$ cat config.mk
export PLATFORM = sky130hd
export DESIGN_NAME = serial_eeprom_emu
export DESIGN_NICKNAME = d
export VERILOG_FILES = /design/src/rtl/serial_eeprom_emu_pkg.sv /design/src/rtl/eeprom_pin_sync.sv /design/src/rtl/eeprom_word_array.sv /design/src/rtl/serial_eeprom_emu.sv
export SDC_FILE = /design/constraint.sdc
export NUM_CORES = 1
export LEC_CHECK = 0
export BUFFER_PORTS_ARGS = -buffer_cell sky130_fd_sc_hd__buf_2
export CORE_UTILIZATION = 50
export CTS_BUF_LIST = sky130_fd_sc_hd__clkbuf_4 sky130_fd_sc_hd__clkbuf_8
export CTS_CLUSTER_DIAMETER = 30
export DETAILED_ROUTE_END_ITERATION = 7
export PLACE_DENSITY = 0.63
export SYNTH_ARGS = -nofsm -noshare
export SYNTH_HDL_FRONTEND = slang
export SYNTH_HIERARCHICAL = 1
export SYNTH_SLANG_ARGS = --single-unit
$ cat constraint.sdc
create_clock -name clk -period 7.65 [get_ports clk]
set_clock_uncertainty 0.15 [all_clocks]
set_input_delay 0.3825 -clock clk [delete_from_list [all_inputs] [get_ports clk]]
set_output_delay 0.3825 -clock clk [all_outputs]
set_load 0.01 [all_outputs]
$ cat src/rtl/serial_eeprom_emu_pkg.sv
package serial_eeprom_emu_pkg;

    typedef enum logic [2:0] {
        ST_IDLE   = 3'd0,
        ST_OPC    = 3'd1,
        ST_ADDR   = 3'd2,
        ST_DATA   = 3'd3,
        ST_READ   = 3'd4,
        ST_STATUS = 3'd5,
        ST_DONE   = 3'd6
    } phase_e;

    typedef enum logic [1:0] {
        OP_SPECIAL = 2'b00,
        OP_WRITE   = 2'b01,
        OP_READ    = 2'b10,
        OP_ERASE   = 2'b11
    } opcode_e;

    typedef enum logic [1:0] {
        WM_NONE = 2'd0,
        WM_WORD = 2'd1,
        WM_ALL  = 2'd2
    } wmode_e;

endpackage

$ cat src/rtl/eeprom_pin_sync.sv
module eeprom_pin_sync #(
    parameter int W = 3
) (
    input  logic         clk,
    input  logic         rst_n,
    input  logic [W-1:0] pin_raw,
    output logic [W-1:0] pin_lvl
);
    logic [W-1:0] meta_q, stab_q;

    always_ff @(posedge clk or negedge rst_n) begin
        if (!rst_n) begin
            meta_q <= '0;
            stab_q <= '0;
        end else begin
            meta_q <= pin_raw;
            stab_q <= meta_q;
        end
    end

    assign pin_lvl = stab_q;
endmodule

$ cat src/rtl/eeprom_word_array.sv
module eeprom_word_array
    import serial_eeprom_emu_pkg::*;
#(
    parameter int WORDS  = 64,
    parameter int DATA_W = 16,
    localparam int IW    = $clog2(WORDS),
    localparam int HW    = DATA_W / 2
) (
    input  logic              clk,
    input  logic              rst_n,
    input  wmode_e            wr_mode,
    input  logic [IW-1:0]     wr_idx,
    input  logic [1:0]        wr_lane,
    input  logic [DATA_W-1:0] wr_data,
    input  logic [IW-1:0]     rd_idx,
    output logic [DATA_W-1:0] rd_data
);
    logic [DATA_W-1:0] mem_q [WORDS];

    always_ff @(posedge clk) begin
        for (int w = 0; w < WORDS; w++) begin
            if (wr_mode == WM_ALL || (wr_mode == WM_WORD && wr_idx == IW'(w))) begin
                if (wr_lane[0]) mem_q[w][HW-1:0]     <= wr_data[HW-1:0];
                if (wr_lane[1]) mem_q[w][DATA_W-1:HW] <= wr_data[DATA_W-1:HW];
            end
        end
    end

    assign rd_data = mem_q[rd_idx];

    // every accepted write touches at least one byte lane
    assert_lane_selected_R3: assert property (@(posedge clk) disable iff (!rst_n)
        (wr_mode != WM_NONE) |-> (wr_lane != 2'b00));
endmodule

$ cat src/rtl/serial_eeprom_emu.sv
module serial_eeprom_emu
    import serial_eeprom_emu_pkg::*;
#(
    parameter int WORDS       = 64,
    parameter int DATA_W      = 16,
    parameter int PROG_CYCLES = 2000
) (
    input  logic clk,
    input  logic rst_n,
    input  logic org_wide,
    input  logic csel,
    input  logic sclk,
    input  logic sdin,
    output logic sdout,
    output logic sdout_en
);
    localparam int IW   = $clog2(WORDS);
    localparam int AW16 = IW;
    localparam int AW8  = IW + 1;
    localparam int HW   = DATA_W / 2;
    localparam int CW   = $clog2(DATA_W + 1);
    localparam int PW   = $clog2(PROG_CYCLES + 1);
    localparam logic [PW-1:0] PROG_LOAD = PW'(PROG_CYCLES);

    typedef struct packed {
        phase_e            st;
        opcode_e           op;
        logic [AW8-1:0]    addr;
        logic [DATA_W-1:0] data;
        logic [CW-1:0]     cnt;
        logic [DATA_W:0]   shr;
        logic              en;
        logic [PW-1:0]     prog;
        logic              csel_prev;
        logic              sclk_prev;
    } regs_t;

    regs_t q, n;

    logic [2:0] pins_s;
    logic csel_s, sclk_s, sdin_s, csel_rise, sclk_rise, busy;
    logic [AW8-1:0] addr_sh;
    logic [DATA_W-1:0] data_sh, rd_word;
    logic [HW-1:0] rd_byte;
    logic [IW-1:0] rd_idx, wr_idx;
    logic [1:0] wr_lane, spec;
    logic [DATA_W-1:0] wr_data;
    wmode_e wr_mode;
    logic [CW-1:0] aw_last, dw_last, dw_full;

    eeprom_pin_sync #(.W(3)) u_sync (
        .clk    (clk),
        .rst_n  (rst_n),
        .pin_raw({sdin, sclk, csel}),
        .pin_lvl(pins_s)
    );

    assign csel_s    = pins_s[0];
    assign sclk_s    = pins_s[1];
    assign sdin_s    = pins_s[2];
    assign csel_rise = csel_s & ~q.csel_prev;
    assign sclk_rise = sclk_s & ~q.sclk_prev;
    assign busy      = (q.prog != '0);

    function automatic logic [IW-1:0] word_of(input logic [AW8-1:0] a);
        return org_wide ? a[IW-1:0] : a[AW8-1:1];
    endfunction

    function automatic logic [1:0] lane_of(input logic [AW8-1:0] a);
        return org_wide ? 2'b11 : (a[0] ? 2'b10 : 2'b01);
    endfunction

    assign addr_sh = {q.addr[AW8-2:0], sdin_s};
    assign data_sh = {q.data[DATA_W-2:0], sdin_s};
    assign rd_idx  = word_of(addr_sh);
    assign rd_byte = addr_sh[0] ? rd_word[DATA_W-1:HW] : rd_word[HW-1:0];
    assign spec    = org_wide ? addr_sh[AW16-1 -: 2] : addr_sh[AW8-1 -: 2];
    assign aw_last = org_wide ? CW'(AW16 - 1) : CW'(AW8 - 1);
    assign dw_last = org_wide ? CW'(DATA_W - 1) : CW'(HW - 1);
    assign dw_full = org_wide ? CW'(DATA_W) : CW'(HW);

    eeprom_word_array #(.WORDS(WORDS), .DATA_W(DATA_W)) u_array (
        .clk    (clk),
        .rst_n  (rst_n),
        .wr_mode(wr_mode),
        .wr_idx (wr_idx),
        .wr_lane(wr_lane),
        .wr_data(wr_data),
        .rd_idx (rd_idx),
        .rd_data(rd_word)
    );

    always_comb begin
        n           = q;
        n.csel_prev = csel_s;
        n.sclk_prev = sclk_s;
        wr_mode     = WM_NONE;
        wr_idx      = word_of(q.addr);
        wr_lane     = lane_of(q.addr);
        wr_data     = '1;
        if (busy) n.prog = q.prog - 1'b1;

        if (!csel_s) begin
            n.st = ST_IDLE;
        end else if (csel_rise) begin
            n.st  = busy ? ST_STATUS : ST_IDLE;
            n.cnt = '0;
        end else if (sclk_rise) begin
            unique case (q.st)
                ST_IDLE, ST_STATUS: begin
                    if (sdin_s && !busy) begin
                        n.st  = ST_OPC;
                        n.cnt = '0;
                    end
                end
                ST_OPC: begin
                    n.op  = opcode_e'({q.op[0], sdin_s});
                    n.cnt = q.cnt + 1'b1;
                    if (q.cnt == CW'(1)) begin
                        n.st  = ST_ADDR;
                        n.cnt = '0;
                    end
                end
                ST_ADDR: begin
                    n.addr = addr_sh;
                    n.cnt  = q.cnt + 1'b1;
                    if (q.cnt == aw_last) begin
                        n.cnt = '0;
                        n.st  = ST_DONE;
                        unique case (q.op)
                            OP_READ: begin
                                n.st  = ST_READ;
                                n.shr = org_wide ? {1'b0, rd_word} : {1'b0, rd_byte, {HW{1'b0}}};
                            end
                            OP_WRITE: begin
                                n.st   = ST_DATA;
                                n.data = '0;
                            end
                            OP_ERASE: begin
                                if (q.en) begin
                                    wr_mode = WM_WORD;
                                    wr_idx  = word_of(addr_sh);
                                    wr_lane = lane_of(addr_sh);
                                    n.prog  = PROG_LOAD;
                                end
                            end
                            default: begin
                                unique case (spec)
                                    2'b11: n.en = 1'b1;
                                    2'b00: n.en = 1'b0;
                                    2'b10: begin
                                        if (q.en) begin
                                            wr_mode = WM_ALL;
                                            wr_lane = 2'b11;
                                            n.prog  = PROG_LOAD;
                                        end
                                    end
                                    default: begin
                                        n.st   = ST_DATA;
                                        n.data = '0;
                                    end
                                endcase
                            end
                        endcase
                    end
                end
                ST_DATA: begin
                    n.data = data_sh;
                    n.cnt  = q.cnt + 1'b1;
                    if (q.cnt == dw_last) begin
                        n.st  = ST_DONE;
                        n.cnt = '0;
                        if (q.en) begin
                            n.prog  = PROG_LOAD;
                            wr_data = org_wide ? data_sh : {data_sh[HW-1:0], data_sh[HW-1:0]};
                            if (q.op == OP_WRITE) begin
                                wr_mode = WM_WORD;
                            end else begin
                                wr_mode = WM_ALL;
                                wr_lane = 2'b11;
                            end
                        end
                    end
                end
                ST_READ: begin
                    if (q.cnt == dw_full) begin
                        n.st = ST_DONE;
                    end else begin
                        n.shr = {q.shr[DATA_W-1:0], 1'b0};
                        n.cnt = q.cnt + 1'b1;
                    end
                end
                default: ;
            endcase
        end
    end

    always_ff @(posedge clk or negedge rst_n) begin
        if (!rst_n) q <= '0;
        else        q <= n;
    end

    assign sdout_en = csel_s && (q.st == ST_READ || q.st == ST_STATUS);
    assign sdout    = (q.st == ST_STATUS) ? ~busy : q.shr[DATA_W];

    // nothing reaches the array unless programming is enabled
    assert_write_needs_enable_R4: assert property (@(posedge clk) disable iff (!rst_n)
        (wr_mode != WM_NONE) |-> q.en);

    // the busy counter only counts down once loaded
    assert_busy_countdown_R9: assert property (@(posedge clk) disable iff (!rst_n)
        (q.prog != '0) |=> (q.prog == $past(q.prog) - 1'b1));

    // no command reaches the array during a busy period
    assert_ignore_when_busy_R10: assert property (@(posedge clk) disable iff (!rst_n)
        (q.prog != '0) |-> (wr_mode == WM_NONE));

    // entering the read phase presents the dummy zero
    assert_read_dummy_R6: assert property (@(posedge clk) disable iff (!rst_n)
        (q.st == ST_READ && $past(q.st) != ST_READ) |-> (sdout == 1'b0));

    // a low chip select turns the output driver off by the next cycle
    assert_oe_follows_csel_R11: assert property (@(posedge clk) disable iff (!rst_n)
        !csel_s |=> !sdout_en);
endmodule

==> Yosys cells after proc, flatten, opt, wreduce, memory -nomap -nowiden <==
Memory sizes are Yosys's and may differ from the RTL's.
Cells that the tools add are included.
{ "op_classes": {"n_reduce_logical": 153, "eq_ne": 93, "n_addsub": 2, "bitwise": 7, "n_mux": 346} }
{ "ops": {"columns": ["cell", "count"], "rows": [
  ["1-bit 2-to-1 mux", 262],
  ["6-bit equality test, second input constant", 32],
  ["16-bit 2-to-1 mux", 9],
  ["6-bit by 5-bit equality test with 1-bit output, second input constant", 16],
  ["1-bit logical AND", 66],
  ["11-bit 2-to-1 mux", 6],
  ["1-bit logical OR", 65],
  ["16-bit one-hot mux with 2 select lines", 2],
  ["62-bit 2-to-1 mux", 1],
  ["6-bit 2-to-1 mux", 9],
  ["2-bit 2-to-1 mux", 26],
  ["50-bit 2-to-1 mux", 1],
  ["6-bit by 4-bit equality test with 1-bit output, second input constant", 8],
  ["11-bit one-hot mux with 2 select lines", 2],
  ["17-bit one-hot mux with 2 select lines", 1],
  ["7-bit AND reduction", 4],
  ["3-bit 2-to-1 mux", 9],
  ["5-bit 2-to-1 mux", 5],
  ["5-bit one-hot mux with 5 select lines", 1],
  ["6-bit by 3-bit equality test with 1-bit output, second input constant", 4],
  ["22-bit 2-to-1 mux", 1],
  ["4-bit inequality test, second input constant", 5],
  ["17-bit 2-to-1 mux", 1],
  ["2-bit one-hot mux with 2 select lines", 4],
  ["36 further kinds", 61]
]} }
{ "word_totals": {"reg_bits": 70, "n_memories": 1, "elab_cells": 614, "mem_bits_rw": 1024, "input_bits": 6, "out_inout_bits": 2} }
{ "memory_table": {"columns": ["name", "depth", "word_bits", "read_ports", "rd_ports_with_merged_regs", "write_ports", "line", "text"], "rows": [
  ["u_array.mem_q", 64, 16, 1, 0, 64, "eeprom_word_array.sv:18", "logic [DATA_W-1:0] mem_q [WORDS];"]
]} }

==> Longest topological paths before layout <==
Gate-level depths: netlist of the first run.
{ "logic_depth": {"depth_word": 14, "mapped_depth": 17, "ltp_nobuf": 12} }

==> Cells and area by module <==
Netlist of the first run, hierarchy kept.
{ "modules_own_cells": {"columns": ["module", "cells_per_inst", "seq_area_each_um2", "instances", "area_per_inst_um2"], "rows": [
  ["eeprom_word_array", 1951, 30749.5, 1, 40656.5],
  ["serial_eeprom_emu", 453, 1576.5, 1, 3917.5],
  ["eeprom_pin_sync", 6, 150.1, 1, 150.1]
]} }

==> Worst setup path before layout of the first run <==
Ideal clock, no wire load.
{ "synth_timing": {"path_type": "input port to flip-flop", "startpoint": "input port org_wide", "endpoint": "memory u_array.mem_q[0][8] (data pin)", "t_arrival_ps": 2889, "path_slack_ps": 4069, "stages": 4, "required_ps": 6958, "setup_ps": 542, "path_cell_list": "buf_2 buf_1 buf_1 o211ai_1"} }
{ "synth_lines": {"columns": ["item", "line", "text"], "rows": [
  ["start, declared", "serial_eeprom_emu.sv:10", "input logic org_wide,"],
  ["end, declared", "eeprom_word_array.sv:18", null]
]} }

==> results of run 1 <==
timing repair:
action                    in CTS  in global routing
hold buffers                   7                  0
hold endpoints to repair      72                  0
setup buffers                  0                  0
per-stage QoR:
step           hold WS (ns)  total power [mW]  util (%)
6_report              0.104              13.1      57.3
5_1_grt               0.186              13.5      57.3
4_1_cts              0.0821              13.3      57.3
3_5_place_dp          0.187              6.82      51.7
3_3_place_gp          0.196              6.81      51.7
2_1_floorplan       -0.0631              6.78         -
state kept, by name (all words and copies together), names as in the netlist:
name            cells
q                  42
u_sync/meta_q       3
data_sh            15
u_array/mem_q    1024
addr_sh             6
u_sync/pin_lvl      3
layer usage:
| layer | routed length [µm] | part of all wire, % | track usage, % |
|---|---|---|---|
| met5 | 0 | 0 | 0 |
| met4 | 2380 | 2.3 | 7.69 |
| met3 | 7260 | 7.0 | 5.27 |
| met2 | 52200 | 50 | 38.7 |
| met1 | 42400 | 41 | 31.2 |
final timing paths:
path | start | endpoint | depth (start not counted)
setup / recovery | q[61] | u_array/mem_q[18][1] | 8
hold / removal | rst_n | data_sh[8] | 3
setup reg to reg | q[61] | u_array/mem_q[18][1] | 8
hold reg to reg | u_sync/meta_q[2] | u_sync/pin_lvl[2] | 0
max in group asynchronous | rst_n | q[20] | 3
min in group clk | u_sync/meta_q[2] | u_sync/pin_lvl[2] | 0
synthesized netlist by cell type (41+ instances only):
library cell,count
edfxtp_1,1024
mux4_2,219
nor2b_1,121
mux2i_1,107
a21oi_1,95
nand2_1,81
dfrtp_1,69
a22oi_1,68
nor2_1,61
clkbuf_1,59
and2_1,48
buf_2,41
power breakdown:
group | internal (mW) | switching [mW] | leakage (nW)
combinational | 0.0830 | 0.115 | 3.38
sequential | 6.48 | 0.0241 | 13.0
clock | 3.79 | 2.64 | 2.50
worst min-delay path, cell delays in order:
cell and delay [ns]:
dlygate4sd3_1 0.51, buf_2 0.10, buf_4 0.68
kinds of logic (layout without fill, tap and decap cells):
kind of cell               after synthesis  count (layout)  share of synthesized area [%]
AOI/OAI and AO/OA                      313             313                           4.78
xor gates and xnor gates                 9               9                          0.176
adders and majority gates               11              11                          0.308
buffers and inverters                  170             480                           2.06
DFF                                   1093            1093                           72.6
muxes                                  352             352                           14.3
other                                    0               3                              0
and+or+nand+nor                        462             462                           5.74
cell type report:
class / count / area, µm² / area share, %
Tap cell: 1165 / 1460 / 2.87
Inverter: 20 / 87.6 / 0.173
Clock inverter: 148 / 1540 / 3.04
Multi-Input combinational cell: 1147 / 11400 / 22.5
Clock buffer: 259 / 3350 / 6.61
Antenna cell: 3 / 7.51 / 0.0148
Timing Repair Buffer: 53 / 423 / 0.833
Sequential cell: 1093 / 32500 / 64.0
==> impl_metrics.ini, run 1 <==
[worst_setup_path]
path_cells = nor3b_1 -> nor3b_1 -> nand3_1 -> a21oi_1 -> nand2b_1 -> nor3_1 -> a21oi_1 -> nor2b_1
cp_max_fo = 13
crit_arrival_ns = 5.84
cp_num_buf_inv = 0
cpPeakStageDelay_ns = 0.84
endpoint_kind = register
slowest_stage = nor3_1
critPathKind = reg2reg
cp.required_ns = 7.96
worstSetupStartpointType = register
r2r_setup_slack_ns = 2.13
critPathTopFamily = simple AND/OR/NAND/NOR gates

[clock_tree]
post_cts_resized = 0
cts_root_buf = clkbuf_8
cts_buffers = 219
cts_max_level = 4
clockBufferDepth = 3
clkSlewWorstSetupHoldPaths_ns = 0.06
cts.sinks = 1093
cts_tree = yes
worstSkewPairLatency_ns = 0.87

[logic_synthesis]
synthesis.yosys.warnings = 6
synth_edf_count = 1024
synth_seq_area_share_pct = 72.6
synth_top_area_share_pct = 68.8
syn_inst = 2410
ys_async_sr_fraction_pct = 6.31
synth_area_leaders = edfxtp_1, mux4_2, dfrtp_1, mux2i_1, nor2b_1
synth_area_um2 = 44700
synth.distinct_cells = 74
synth-seq-cells = 1093
synth_top_area_cell = edfxtp_1
yosys_most_used_dff = edfxtp_1
avgSynthCellArea_um2 = 18.6
synth_fp_nets = 2427

[final_layout]
fin_nets = 2551
final_common_cell = edfxtp_1
mostFrequentLayoutCells = edfxtp_1, clkbuf_8, mux4_2, nor2b_1, mux2i_1
n_fill_cell = 6573
area_delta_synth_final_pct = 13.5
stdcell_count = 3888
drive_gt1_share_pct = 26.3
fin_area_um2 = 50700

[grt]
grt_pass1_vias = 23700
grt_max_degree = 115
overflow = 0
grtUsageTotal_pct = 23.5
antenna_found_initial = 2
grt_first_pass_wirelength_mm = 155

[power_and_ir_drop]
power_leakage_nw = 18.9
powerDensity_nw_per_um2 = 259
ir_drop_uv = 195

[floorplanning]
start_util_pct = 50.5
dieArea_um2 = 90600
rows = 109
ios = 8
die_h_um = 301
die_w_um = 301
core_area_um2 = 88500

[routing]
num_vias = 23300
route.detailed.drc = 2
vias_per_cell = 5.98
ant_nets = 0
totalWireLength_mm = 104
drtIter0Drc = 2507
first_pass_iters = 8
avgRoutedWirePerCell_um = 26.8

[place]
dpl.hpwl_mm = 64.1
dp_cells = 3471
post_dp_cell_area_um2 = 45800
dp_slack_ns = 2.14
place.gp.congestion = 0.981
io_buffers = 7

[timing]
grt_setup_unrepaired = no
post-route-period-util_pct = 72.2
slew_headroom_pct = 9.30
tns_ns = 0
worstMarginPinSlew_ns = 1.35
setup_viol = 0
hold_viol = 0
fin_crit_ns = 5.52
maxSlewViolCount = 0
fmax_ghz = 0.181
worst_slack_ns = 2.13

[worst_hold_path]
hp-class = in2async

[job]
maxCapViolCount = 0

[run_status]
violations = design-rule violations
status = finished with violations
(Power assumes the default switching activity.)
==> run 2: changes to the inputs <==
clock period = 5.4 ns   (was 7.65 ns; I/O delays follow)
==> run 2 against run 1 <==
Effect of this change:
- the flow still finishes with violations (design-rule violations)
- sequential power grew 42%
- power grew 34%
- cell count grew 1.7%
- final area grew 0.43%
- register-to-register slack lost 1.8 ns
- hold slack gained 0.11 ns
- critical path type unchanged
- critical endpoint is now u_array/mem_q[44][5]
==> impl_metrics.ini, run 2 (synthesized netlist as in run 1, its figures left out) <==
[run_status]
status = finished with violations
violations = design-rule violations

[grt]
antenna_found_initial = 4
grt_max_degree = 70
grtUsageTotal_pct = 23.3
grt_first_pass_wirelength_mm = 154
grt_pass1_vias = 24200
overflow = 0

[timing]
hold_viol = 0
maxSlewViolCount = 0
worst_slack_ns = 0.343
fin_crit_ns = 5.06
fmax_ghz = 0.198
setup_viol = 0
worstMarginPinSlew_ns = 1.17
post-route-period-util_pct = 93.6
grt_setup_unrepaired = no
tns_ns = 0
slew_headroom_pct = 21.5

[power_and_ir_drop]
p_int_mw = 13.8
swShare_pct = 21.6
power_leakage_nw = 19.1
sequentialPowerShare_pct = 52.2
p_total_mw = 17.6
p_sw_mw = 3.80
clkPwrFrac_pct = 46.2
comb_power_share_pct = 1.7
powerDensity_nw_per_um2 = 346
ir_drop_uv = 237

[place]
io_buffers = 7
dp_slack_ns = 0.651
place.gp.congestion = 0.970
dp_cells = 3570
dpl.hpwl_mm = 65.8

[routing]
first_pass_iters = 8
totalWireLength_mm = 103
avgRoutedWirePerCell_um = 26.1
ant_nets = 0
num_vias = 23300
route.detailed.drc = 2
vias_per_cell = 5.88
drtIter0Drc = 2367

[floorplanning]
start_util_pct = 50.5
die_h_um = 301
dieArea_um2 = 90600
ios = 8
core_area_um2 = 88500
rows = 109
die_w_um = 301

[final_layout]
final_common_cell = edfxtp_1
fin_nets = 2637
mostFrequentLayoutCells = edfxtp_1, mux4_2, clkbuf_8, buf_4, nor2b_1
stdcell_count = 3954
top_register = u_array/mem_q
largest_reg_flops = 1024
area_delta_synth_final_pct = 13.9
drive_gt1_share_pct = 28.0

[clock_tree]
cts_max_level = 4
cts_tree = yes
cts_buffers = 204
cts_root_buf = clkbuf_8
post_cts_resized = 0
worstSkewPairLatency_ns = 0.86
clkSlewWorstSetupHoldPaths_ns = 0.06
clockBufferDepth = 3
cts.sinks = 1093

[worst_setup_path]
endpoint_kind = register
crit_arrival_ns = 5.34
critPathKind = reg2reg
cp.required_ns = 5.69
worstSetupStartpointType = register
cp_max_fo = 13

[worst_hold_path]
hp-class = reg2reg

[job]
maxCapViolCount = 0
-- run 2: changes by cell type in the layout (fill, tap and decap cells not counted), sizes merged, moves of 2 or more --
| cell | change |
|---|---|
| bufinv | -10 |
| inv | +8 |
| clkbuf | -23 |
| buf | +99 |
| clkinvlp | +9 |
| dlygate4sd3 | +2 |
| clkinv | -18 |
-- run 2: critical path: stages (launching register included) --
cell and delay, ns:
dfrtp_1 0.52, nor3b_1 0.50, nor3b_1 0.48, nand3_1 0.52, a21oi_1 0.68, nand2_1 0.16, nor3_1 0.61, a21oi_1 0.22
buf_4 0.22, nor2b_1 0.56
-- run 2: worst paths after layout --
check / start / end / slack, ns / depth (start not counted)
max in group asynchronous: rst_n / q[4] / 3.92 / 4
worst max register to register: q[61] / u_array/mem_q[44][5] / 0.34 / 9
worst min-delay path: u_sync/meta_q[2] / u_sync/pin_lvl[2] / 0.21 / 0
worst min register to register: u_sync/meta_q[2] / u_sync/pin_lvl[2] / 0.21 / 0
min in group asynchronous: rst_n / u_sync/meta_q[2] / 0.55 / 4
worst max-delay path: q[61] / u_array/mem_q[44][5] / 0.34 / 9
-- run 2: area by class of cell --
class,instances,area [µm²]
clock buffers,236,3060
multi-input cells,1147,11400
fillers,6562,37500
inverters,20,87.6
clock inverters,137,1210
flip-flops and latches,1093,32500
repair buffers,154,1270
well taps,1165,1460
diodes,2,5.00
-- run 2: what timing repair did --
| action | 4_1_cts | 5_1_grt |
|---|---|---|
| hold endpoints to repair | 74 | 0 |
| hold buffers | 9 | 0 |
| setup buffers | 0 | 0 |
-- run 2: routing by layer --
layer	share of wire (%)	vias to the layer above	track usage (%)
li1	-	10200	-
met1	40	11900	29.6
met2	50	887	38.6
met3	7.0	227	5.90
met4	3.2	6	9.34
met5	0.033	-	0
-- run 2: power groups by stage --
stage | Clock [mW] | Combinational, mW | Sequential, mW
final | 8.15 | 0.295 | 9.21
after global routing | 8.71 | 0.327 | 9.20
after CTS | 8.32 | 0.299 | 9.20
after detailed placement | 0 | 0.293 | 9.38
after global placement | 0 | 0.287 | 9.37
after floorplan | 0 | 0.238 | 9.36
-- run 2: metrics by stage --
step           utilization (%)  hold WS, ns  area, µm²
5_1_grt                   57.6        0.219      51000
3_5_place_dp              52.6        0.192      46600
3_3_place_gp              52.6        0.197      46600
4_1_cts                   57.6        0.213      51000
2_1_floorplan                -       -0.176      44700
6_report                  57.6        0.211      51000
